File: src/rtl/smpbuf_pkg.sv
package smpbuf_pkg;
  // strobes from control to datapath
  typedef struct packed {
    logic push;
    logic pop;
    logic flush;
  } bufStrobe_t;

  // status word bit positions
  localparam int ST_EMPTY  = 0;
  localparam int ST_AEMPTY = 1;
  localparam int ST_LOW    = 2;
  localparam int ST_HIGH   = 3;
  localparam int ST_AFULL  = 4;
  localparam int ST_FULL   = 5;
  localparam int ST_DONE   = 6;
  localparam int ST_W      = 8;

  typedef enum logic [1:0] {
    LVL_AEMPTY = 2'd0,
    LVL_LOW    = 2'd1,
    LVL_HIGH   = 2'd2,
    LVL_AFULL  = 2'd3
  } lvlSel_t;
endpackage

File: src/rtl/smpbuf_dpath.sv
module smpbuf_dpath
  import smpbuf_pkg::*;
#(
  parameter int DATA_W = 16,
  parameter int DEPTH  = 16
) (
  input  logic              clk,
  input  logic              rstN,
  input  bufStrobe_t        strobe,
  input  logic [DATA_W-1:0] wrData,
  output logic [DATA_W-1:0] rdData
);
  localparam int PTR_W = (DEPTH > 1) ? $clog2(DEPTH) : 1;
  localparam logic [PTR_W-1:0] LAST = PTR_W'(DEPTH - 1);

  logic [DATA_W-1:0] store [DEPTH];
  logic [PTR_W-1:0]  wrPtr, rdPtr;

  function automatic logic [PTR_W-1:0] bump(input logic [PTR_W-1:0] p);
    return (p == LAST) ? '0 : p + 1'b1;
  endfunction

  always_ff @(posedge clk) begin
    if (strobe.push) store[wrPtr] <= wrData;
  end

  always_ff @(posedge clk) begin
    if (!rstN || strobe.flush) begin
      wrPtr <= '0;
      rdPtr <= '0;
    end else begin
      if (strobe.push) wrPtr <= bump(wrPtr);
      if (strobe.pop)  rdPtr <= bump(rdPtr);
    end
  end

  always_ff @(posedge clk) begin
    if (!rstN)           rdData <= '0;
    else if (strobe.pop) rdData <= store[rdPtr];
  end
endmodule

File: src/rtl/smpbuf_ctrl.sv
module smpbuf_ctrl
  import smpbuf_pkg::*;
#(
  parameter int DEPTH = 16,
  parameter int ACC_W = 16,
  parameter int CNT_W = $clog2(DEPTH + 1)
) (
  input  logic             clk,
  input  logic             rstN,
  input  logic             wrEn,
  input  logic             rdEn,
  input  logic             flushReq,
  input  logic             thrWe,
  input  logic [1:0]       thrSel,
  input  logic [CNT_W-1:0] thrData,
  input  logic             latchClrEn,
  input  logic [ST_W-1:0]  latchClrMask,
  input  logic             sampleDoneIn,
  output bufStrobe_t       strobe,
  output logic [CNT_W-1:0] fillCount,
  output logic [ST_W-1:0]  statusLive,
  output logic [ST_W-1:0]  statusLatched,
  output logic [ACC_W-1:0] acceptCount
);
  localparam logic [CNT_W-1:0] MAXC = CNT_W'(DEPTH);
  localparam logic [ST_W-1:0]  LIVE_RST = ST_W'(7);

  logic [CNT_W-1:0] lvlAEmpty, lvlLow, lvlHigh, lvlAFull;
  logic [ST_W-1:0]  liveNext;

  always_comb begin
    strobe.flush = flushReq;
    strobe.push  = wrEn && !flushReq && (fillCount != MAXC);
    strobe.pop   = rdEn && !flushReq && (fillCount != '0);
  end

  always_ff @(posedge clk) begin
    if (!rstN || strobe.flush)           fillCount <= '0;
    else if (strobe.push && !strobe.pop) fillCount <= fillCount + 1'b1;
    else if (strobe.pop && !strobe.push) fillCount <= fillCount - 1'b1;
  end

  always_ff @(posedge clk) begin
    if (!rstN)            acceptCount <= '0;
    else if (strobe.push) acceptCount <= acceptCount + 1'b1;
  end

  always_ff @(posedge clk) begin
    if (!rstN) begin
      lvlAEmpty <= '0;
      lvlLow    <= '0;
      lvlHigh   <= MAXC;
      lvlAFull  <= MAXC;
    end else if (thrWe) begin
      unique case (lvlSel_t'(thrSel))
        LVL_AEMPTY: lvlAEmpty <= thrData;
        LVL_LOW:    lvlLow    <= thrData;
        LVL_HIGH:   lvlHigh   <= thrData;
        LVL_AFULL:  lvlAFull  <= thrData;
      endcase
    end
  end

  always_comb begin
    liveNext            = '0;
    liveNext[ST_EMPTY]  = (fillCount == '0);
    liveNext[ST_AEMPTY] = (fillCount <= lvlAEmpty);
    liveNext[ST_LOW]    = (fillCount <= lvlLow);
    liveNext[ST_HIGH]   = (fillCount >= lvlHigh);
    liveNext[ST_AFULL]  = (fillCount >= lvlAFull);
    liveNext[ST_FULL]   = (fillCount == MAXC);
    liveNext[ST_DONE]   = sampleDoneIn;
  end

  always_ff @(posedge clk) begin
    if (!rstN) statusLive <= LIVE_RST;
    else       statusLive <= liveNext;
  end

  for (genvar b = 0; b < ST_W; b++) begin : g_sticky
    always_ff @(posedge clk) begin
      if (!rstN) statusLatched[b] <= 1'b0;
      else statusLatched[b] <= (statusLatched[b] & ~(latchClrEn & latchClrMask[b]))
                               | statusLive[b];
    end
  end
endmodule

File: src/rtl/smpbuf_top.sv
module smpbuf_top
  import smpbuf_pkg::*;
#(
  parameter int DATA_W = 16,
  parameter int DEPTH  = 16,
  parameter int ACC_W  = 16,
  parameter int CNT_W  = $clog2(DEPTH + 1)
) (
  input  logic              clk,
  input  logic              rstN,
  input  logic              wrEn,
  input  logic [DATA_W-1:0] wrData,
  input  logic              rdEn,
  output logic [DATA_W-1:0] rdData,
  input  logic              flushReq,
  input  logic              thrWe,
  input  logic [1:0]        thrSel,
  input  logic [CNT_W-1:0]  thrData,
  input  logic              latchClrEn,
  input  logic [7:0]        latchClrMask,
  input  logic              sampleDoneIn,
  output logic [CNT_W-1:0]  fillCount,
  output logic [7:0]        statusLive,
  output logic [7:0]        statusLatched,
  output logic [ACC_W-1:0]  acceptCount
);
  bufStrobe_t strobe;

  smpbuf_ctrl #(.DEPTH(DEPTH), .ACC_W(ACC_W), .CNT_W(CNT_W)) u_ctrl (
    .clk(clk), .rstN(rstN), .wrEn(wrEn), .rdEn(rdEn), .flushReq(flushReq),
    .thrWe(thrWe), .thrSel(thrSel), .thrData(thrData),
    .latchClrEn(latchClrEn), .latchClrMask(latchClrMask),
    .sampleDoneIn(sampleDoneIn), .strobe(strobe), .fillCount(fillCount),
    .statusLive(statusLive), .statusLatched(statusLatched),
    .acceptCount(acceptCount)
  );

  smpbuf_dpath #(.DATA_W(DATA_W), .DEPTH(DEPTH)) u_dpath (
    .clk(clk), .rstN(rstN), .strobe(strobe), .wrData(wrData), .rdData(rdData)
  );
endmodule

File: config.mk
export PLATFORM = sky130hd
export DESIGN_NAME = smpbuf_top
export DESIGN_NICKNAME = d
export VERILOG_FILES = /design/src/rtl/smpbuf_pkg.sv /design/src/rtl/smpbuf_dpath.sv /design/src/rtl/smpbuf_ctrl.sv /design/src/rtl/smpbuf_top.sv
export SDC_FILE = /design/constraint.sdc
export NUM_CORES = 1
export LEC_CHECK = 0
export ABC_CLOCK_PERIOD_IN_PS = 3800
export BUFFER_PORTS_ARGS = -buffer_cell sky130_fd_sc_hd__buf_2
export CAP_MARGIN = 20
export CORE_MARGIN = 3
export CORE_UTILIZATION = 40
export DETAILED_ROUTE_END_ITERATION = 12
export GPL_ROUTABILITY_DRIVEN = 0
export HOLD_SLACK_MARGIN = 0.15
export PLACE_DENSITY_LB_ADDON = 0.2
export SYNTH_ARGS = -nofsm -noshare
export SYNTH_HDL_FRONTEND = slang
export SYNTH_HIERARCHICAL = 1
export SYNTH_SLANG_ARGS = --single-unit
File: constraint.sdc
create_clock -name clk -period 3.8 [get_ports clk]
set_input_delay 0 -clock clk [delete_from_list [all_inputs] [get_ports clk]]
set_output_delay 0 -clock clk [all_outputs]
set_load 0.005 [all_outputs]
# Word-level counts from Yosys, hierarchy flattened
# Memory sizes are Yosys's and may differ from the RTL's. A register that Yosys moved wholly into a read port is not among the register bits.
# Index checks and enable logic that the tools add are counted.
# classes
addsub	5
n_lt_le_gt_ge	4
eq_ne	7
muxes	6
bitwise_logic	32
n_reduce_logical	20
# ops
op	n
$add 16x1->16 const B	1
$and 1x1->1	16
$ge 5x5->1	2
$le 5x5->1	2
$mux 5	2
$add 4x1->4 const B	2
$eq 4x4->1 const B	2
$mux 4	2
$not 1->1	8
$or 1x1->1	8
$reduce_and 2->1	4
$logic_and 1x1->1	6
$add 5x1->5 const B	1
$eq 5x5->1 const B	1
$logic_not 1->1	5
$logic_not 5->1	1
$ne 5x5->1 const B	1
$reduce_bool 5->1	1
$sub 5x1->5 const B	1
$eq 2x2->1 const B	2
$eq 2x1->1 const B	1
$logic_not 2->1	1
$mux 1	2
$reduce_bool 2->1	1
$logic_or 1x1->1	1
# word_totals
regBits	65
mem_bits_rw	256
input_bits	39
output_inout_bits	53
word_cells	93
n_memories	1
# mem_list
name	words	width	rd	rd_clocked_by_memory_dff	write_ports	line_no	rtl
u_dpath.store	16	16	1	1	1	smpbuf_dpath.sv:16	logic [DATA_W-1:0] store [DEPTH];

# Longest topological paths before layout
# logic_depth
depth_word	7
mapped_depth	10
depth_no_buf	10

# Cells and area by module
# The synthesis kept the hierarchy.
# by_module_without_submodules
mod	instances	cells_per_inst	area_per_inst_um2	seq_area_each_um2
smpbuf_dpath	1	543	10792.9	8167.8
smpbuf_ctrl	1	318	2937.8	1121.1

# Worst setup path after synthesis
# OpenSTA, ideal clock, no wires.
# synth_timing
kind	flip-flop to flip-flop
start	register u_ctrl.fillCount[1]
end	register u_ctrl.fillCount[4]
setup_time_ps	123
arrival_time_ps	2596
required_time_ps	3677
slack_ps	1081
path_stages_with_launch	11
path_buffers	0
period_less_slack_ps	2719
path_cell_list	dfxtp_1 nor4_4 and2_1 or3b_1 ha_1 inv_1 fa_1 nand3_1 a211oi_1 a31oi_1 mux2_1
# synth_between
elab_chain_cells	5
elab_cells_between_ends	13
cone_classes	add/sub (2); eq/ne (1); mux (2); reduce/logical (8)
# synth_lines
element	line_no	rtl
start, declared	smpbuf_ctrl.sv:20	output logic [CNT_W-1:0] fillCount,
start signal, assigned	smpbuf_ctrl.sv:39	else if (strobe.push && !strobe.pop) fillCount <= fillCount + 1'b1;
start signal, assigned	smpbuf_ctrl.sv:40	else if (strobe.pop && !strobe.push) fillCount <= fillCount - 1'b1;
parallel branches: the longest is 5 deep, another holds $sub 5x1->5	--	
# Several ways; the timed one is not identified. The select of a mux whose other input is x is not followed.
# A chain may end at the register's enable or synchronous reset.

# Worst setup path in the final report
# Same ends and word-level chain as after synthesis.

==> run summary <==
STA classifies the critical path endpoint as a register. The number of global-route vias before repair came to 7999. The sequential cell area came out at 9293 um2.

Setup violations remaining at the end of the flow were counted as 0. The launching element type of the critical path is a register. The count of state elements after synthesis came out at 336.

The count of nets left with antenna violations once routing finished came out at 0. The number of failing hold endpoints at the final stage came out at 0. The worst-case clock skew came out at 18.76 ps. The CTS tree is built. The proportion of synthesized chip area in sequential cells came out at 0.6765. The worst hold path endpoint is u_ctrl/fillCount[2]. The reg-to-reg setup timing slack came out at 740 ps. The H-tree depth reported by CTS is 2. Post-CTS repair changed the size of 0 cells.

Entering global routing, the biggest net connects 44 pins. The setup TNS came out at 0 ps. Summing all multi-input logic gate instances after layout gives 4094 um2. Among all flip-flop cells after synthesis, the most frequent one is edfxtp_1.

The count of flip-flops with a built-in enable after synthesis came out at 256. The post-synthesis cell type count came out at 51. The number of max-slew violations in the final report came out at 0.

The worst hold path belongs to the class input pin to register. The total global routing overflow came out at 0. The post-place instance area came out at 14680 um2. Buffers added to address setup during post-CTS repair amount to 0. The proportion of synthesized flip-flops having asynchronous set or reset is 0.

In this run the tightest slew margin relative to its limit is 0.1985. The achievable clock frequency came out at 327.2 MHz. From left edge to right edge, the die measures 191.3 um. The number of buffers created by CTS is 37.

Of the cells placed in the final design, the portion with a size suffix greater than 1 is 0.1895. In this run the static leakage power is 5.847 nW. During synthesis, Yosys emitted a total of 6 warnings. The largest voltage drop on the vdd net is 0.3853 mV. Counting along the longest clock path gives a buffer depth of 3. The area of the core is 33700 um2. Clock tree synthesis selected as its root buffer the cell clkbuf_16. The hold path depth came out at 5. The number of nets in the final layout came out at 1092. The routed layout has 7904 vias. The clock-pin transition on the worst setup and hold timing paths came out at 60 ps.

The flow ran to the end, and the final reports show no timing, DRC or antenna violations. The total standard cell area after synthesis is 13730 um2. The biggest area contributor in the post-synthesis netlist is edfxtp_1. A synthesized cell averages 15.95 um2. The detail-routed net length per standard cell is 20.86 um. The required time of the critical path came out at 4200 ps. The worst setup path is of the register to register kind. The HPWL after detailed placement is 18.39 mm.

The startpoint identified for the worst register-to-register timing path is u_ctrl/fillCount[1]. The clock period could shrink to 3056 ps. The worst-skew pair later-pin latency came out at 530 ps. The arrival time at the worst endpoint came out at 3460 ps. The pre-antenna-repair detailed-routing pass consisted of 5 iterations.

The number of cells on the worst reg-to-reg path is 10. The number of clock sinks is 336. For this design the top-level I/O count stands at 92. The initial antenna violation count is 1. After routing the design area is 16420 um2. The DRC violation count after routing is 0. By count the netlist is led by edfxtp_1 (256), dfxtp_1 (80), mux2i_1 (68). The transition time of the tightest slew-check pin came out at 1202 ps. In this run the most critical hold path is launched from rdEn. Yosys attributes the largest share of cell area to edfxtp_1 (56%), dfxtp_1 (12%), mux2i_1 (5.0%). The total of fill cells in the finished design is 2911. The quantity of I/O buffers inserted on ports is 90. The number of cells produced by synthesis came out at 861. The via density per instance came out at 5.273. Setup repair after global routing left no endpoint under its margin. The first global-routing pass estimated 48.39 mm of wire.

The period utilization is 0.8043. The maximum net fanout on the critical path is 9. The vertical die dimension came out at 191.3 um. The signed area change from the synthesized netlist to the final layout is 19.58%. For this block, the initial DRC count from the detailed router was 566. The routed wire length came out at 31.26 mm. The fraction of post-synthesis cell area in the top cell type by area came out at 0.5599. The endpoint identified for the worst register-to-register timing path is u_ctrl/fillCount[4]. The net count of the mapped netlist came out at 931. The power density over the cells is 479.1 nW/um2. The overall global routing resource usage came out at 0.1740.

The effective utilization at floorplan came out at 0.4074. The count of standard-cell rows came out at 67. The number of maximum-capacitance violations came out at 0.

By instance count, the leading cell after synthesis is edfxtp_1. The full die area came out at 36590 um2.
==> cells in the final DEF, fill, tap and decap left out, drive strengths merged, types with 25 or more instances in the layout <==
| master | netlist | final |
|---|---|---|
| a21oi | 55 | 55 |
| ha | 30 | 30 |
| nand2 | 37 | 37 |
| clkbuf | 17 | 49 |
| buf | 26 | 113 |
| inv | 23 | 25 |
| mux2i | 68 | 68 |
| dlygate4sd3 | 0 | 52 |
| nor2b | 31 | 31 |
| mux4 | 45 | 45 |
| edfxtp | 256 | 256 |
| dfxtp | 80 | 80 |
==> critical path, stage by stage, from the launching register on <==
cell and delay, ps:
dfxtp_1 440, nor4_4 670, and2_1 230, or3b_1 150
ha_1 170, inv_1 100, ha_1 340, a21oi_1 220
a211oi_1 100, a31oi_1 190, mux2_1 340
==> stage by stage <==
stage / hold WS [ps] / instances / setup slack (ps) / util / total power [mW]
6_report: 309.6 / 1499 / 743.6 / 0.4872 / 7.866
2_1_floorplan: 87.05 / 861 / 1081 / - / 4.331
5_1_grt: 319.6 / 1498 / 577.5 / 0.4872 / 8.191
3_5_place_dp: 180.4 / 1377 / 788.6 / 0.4356 / 4.493
3_3_place_gp: 173.5 / 1377 / 831.5 / 0.4356 / 4.488
4_1_cts: 287.3 / 1496 / 769.3 / 0.4855 / 7.962
==> report_power, final <==
group	internal (mW)	total [mW]	switching, mW
Combinational	0.188	0.411	0.223
Sequential	4.00	4.04	0.0414
Clock	2.01	3.41	1.41
==> metal layers <==
layer | GRT usage | vias to the layer above | wire length [um]
li1 | - | 3654 | -
met1 | 0.2495 | 4020 | 14650
met2 | 0.2733 | 190 | 14290
met3 | 0.03796 | 38 | 1756
met4 | 0.03951 | 2 | 549
met5 | 0 | - | 17
==> worst max-delay path by stage <==
stage               cells after the start             endpoint           startpoint
finish                                 10  u_ctrl/fillCount[4]  u_ctrl/fillCount[1]
global route                           10  u_ctrl/fillCount[4]  u_ctrl/fillCount[1]
CTS                                    10  u_ctrl/fillCount[4]  u_ctrl/fillCount[1]
detailed placement                     10  u_ctrl/fillCount[4]  u_ctrl/fillCount[1]
global placement                       10  u_ctrl/fillCount[4]  u_ctrl/fillCount[1]
floorplan                              10  u_ctrl/fillCount[4]  u_ctrl/fillCount[1]
==> cell type report <==
class / instances / area share
Clock inverter: 18 / 0.009754
Inverter: 23 / 0.005258
Clock buffer: 49 / 0.06104
Sequential cell: 336 / 0.5660
Tap cell: 448 / 0.03414
Multi-Input combinational cell: 459 / 0.2493
Timing Repair Buffer: 165 / 0.07437
Antenna cell: 1 / 0.0001524
==> timing repair <==
item / CTS / global route
endpoints found under the setup margin: 0 / 0
hold endpoints to repair: 321 / 0
hold buffers: 52 / 0
==> sequential cells by signal (all words and copies together) (netlist names), 5 cells and up <==
name                  cells
u_dpath/store           256
u_ctrl/acceptCount       16
u_dpath/rdData           16
u_ctrl/statusLatched      8
u_ctrl/statusLive         7
u_ctrl/fillCount          5
u_ctrl/lvlAEmpty          5
u_ctrl/lvlAFull           5
u_ctrl/lvlHigh            5
u_ctrl/lvlLow             5
==> cells by family after synthesis <==
family          after synthesis  synth area share
other cells                   1         0.0002731
compound gates              130           0.06242
mux                         114            0.1302
simple gates                174           0.07053
xor+xnor                      9          0.005741
buf+inv                      66           0.02552
fa+ha+maj                    31           0.02880
flops                       336            0.6765
Note: power is estimated with default switching activity, not from simulation.
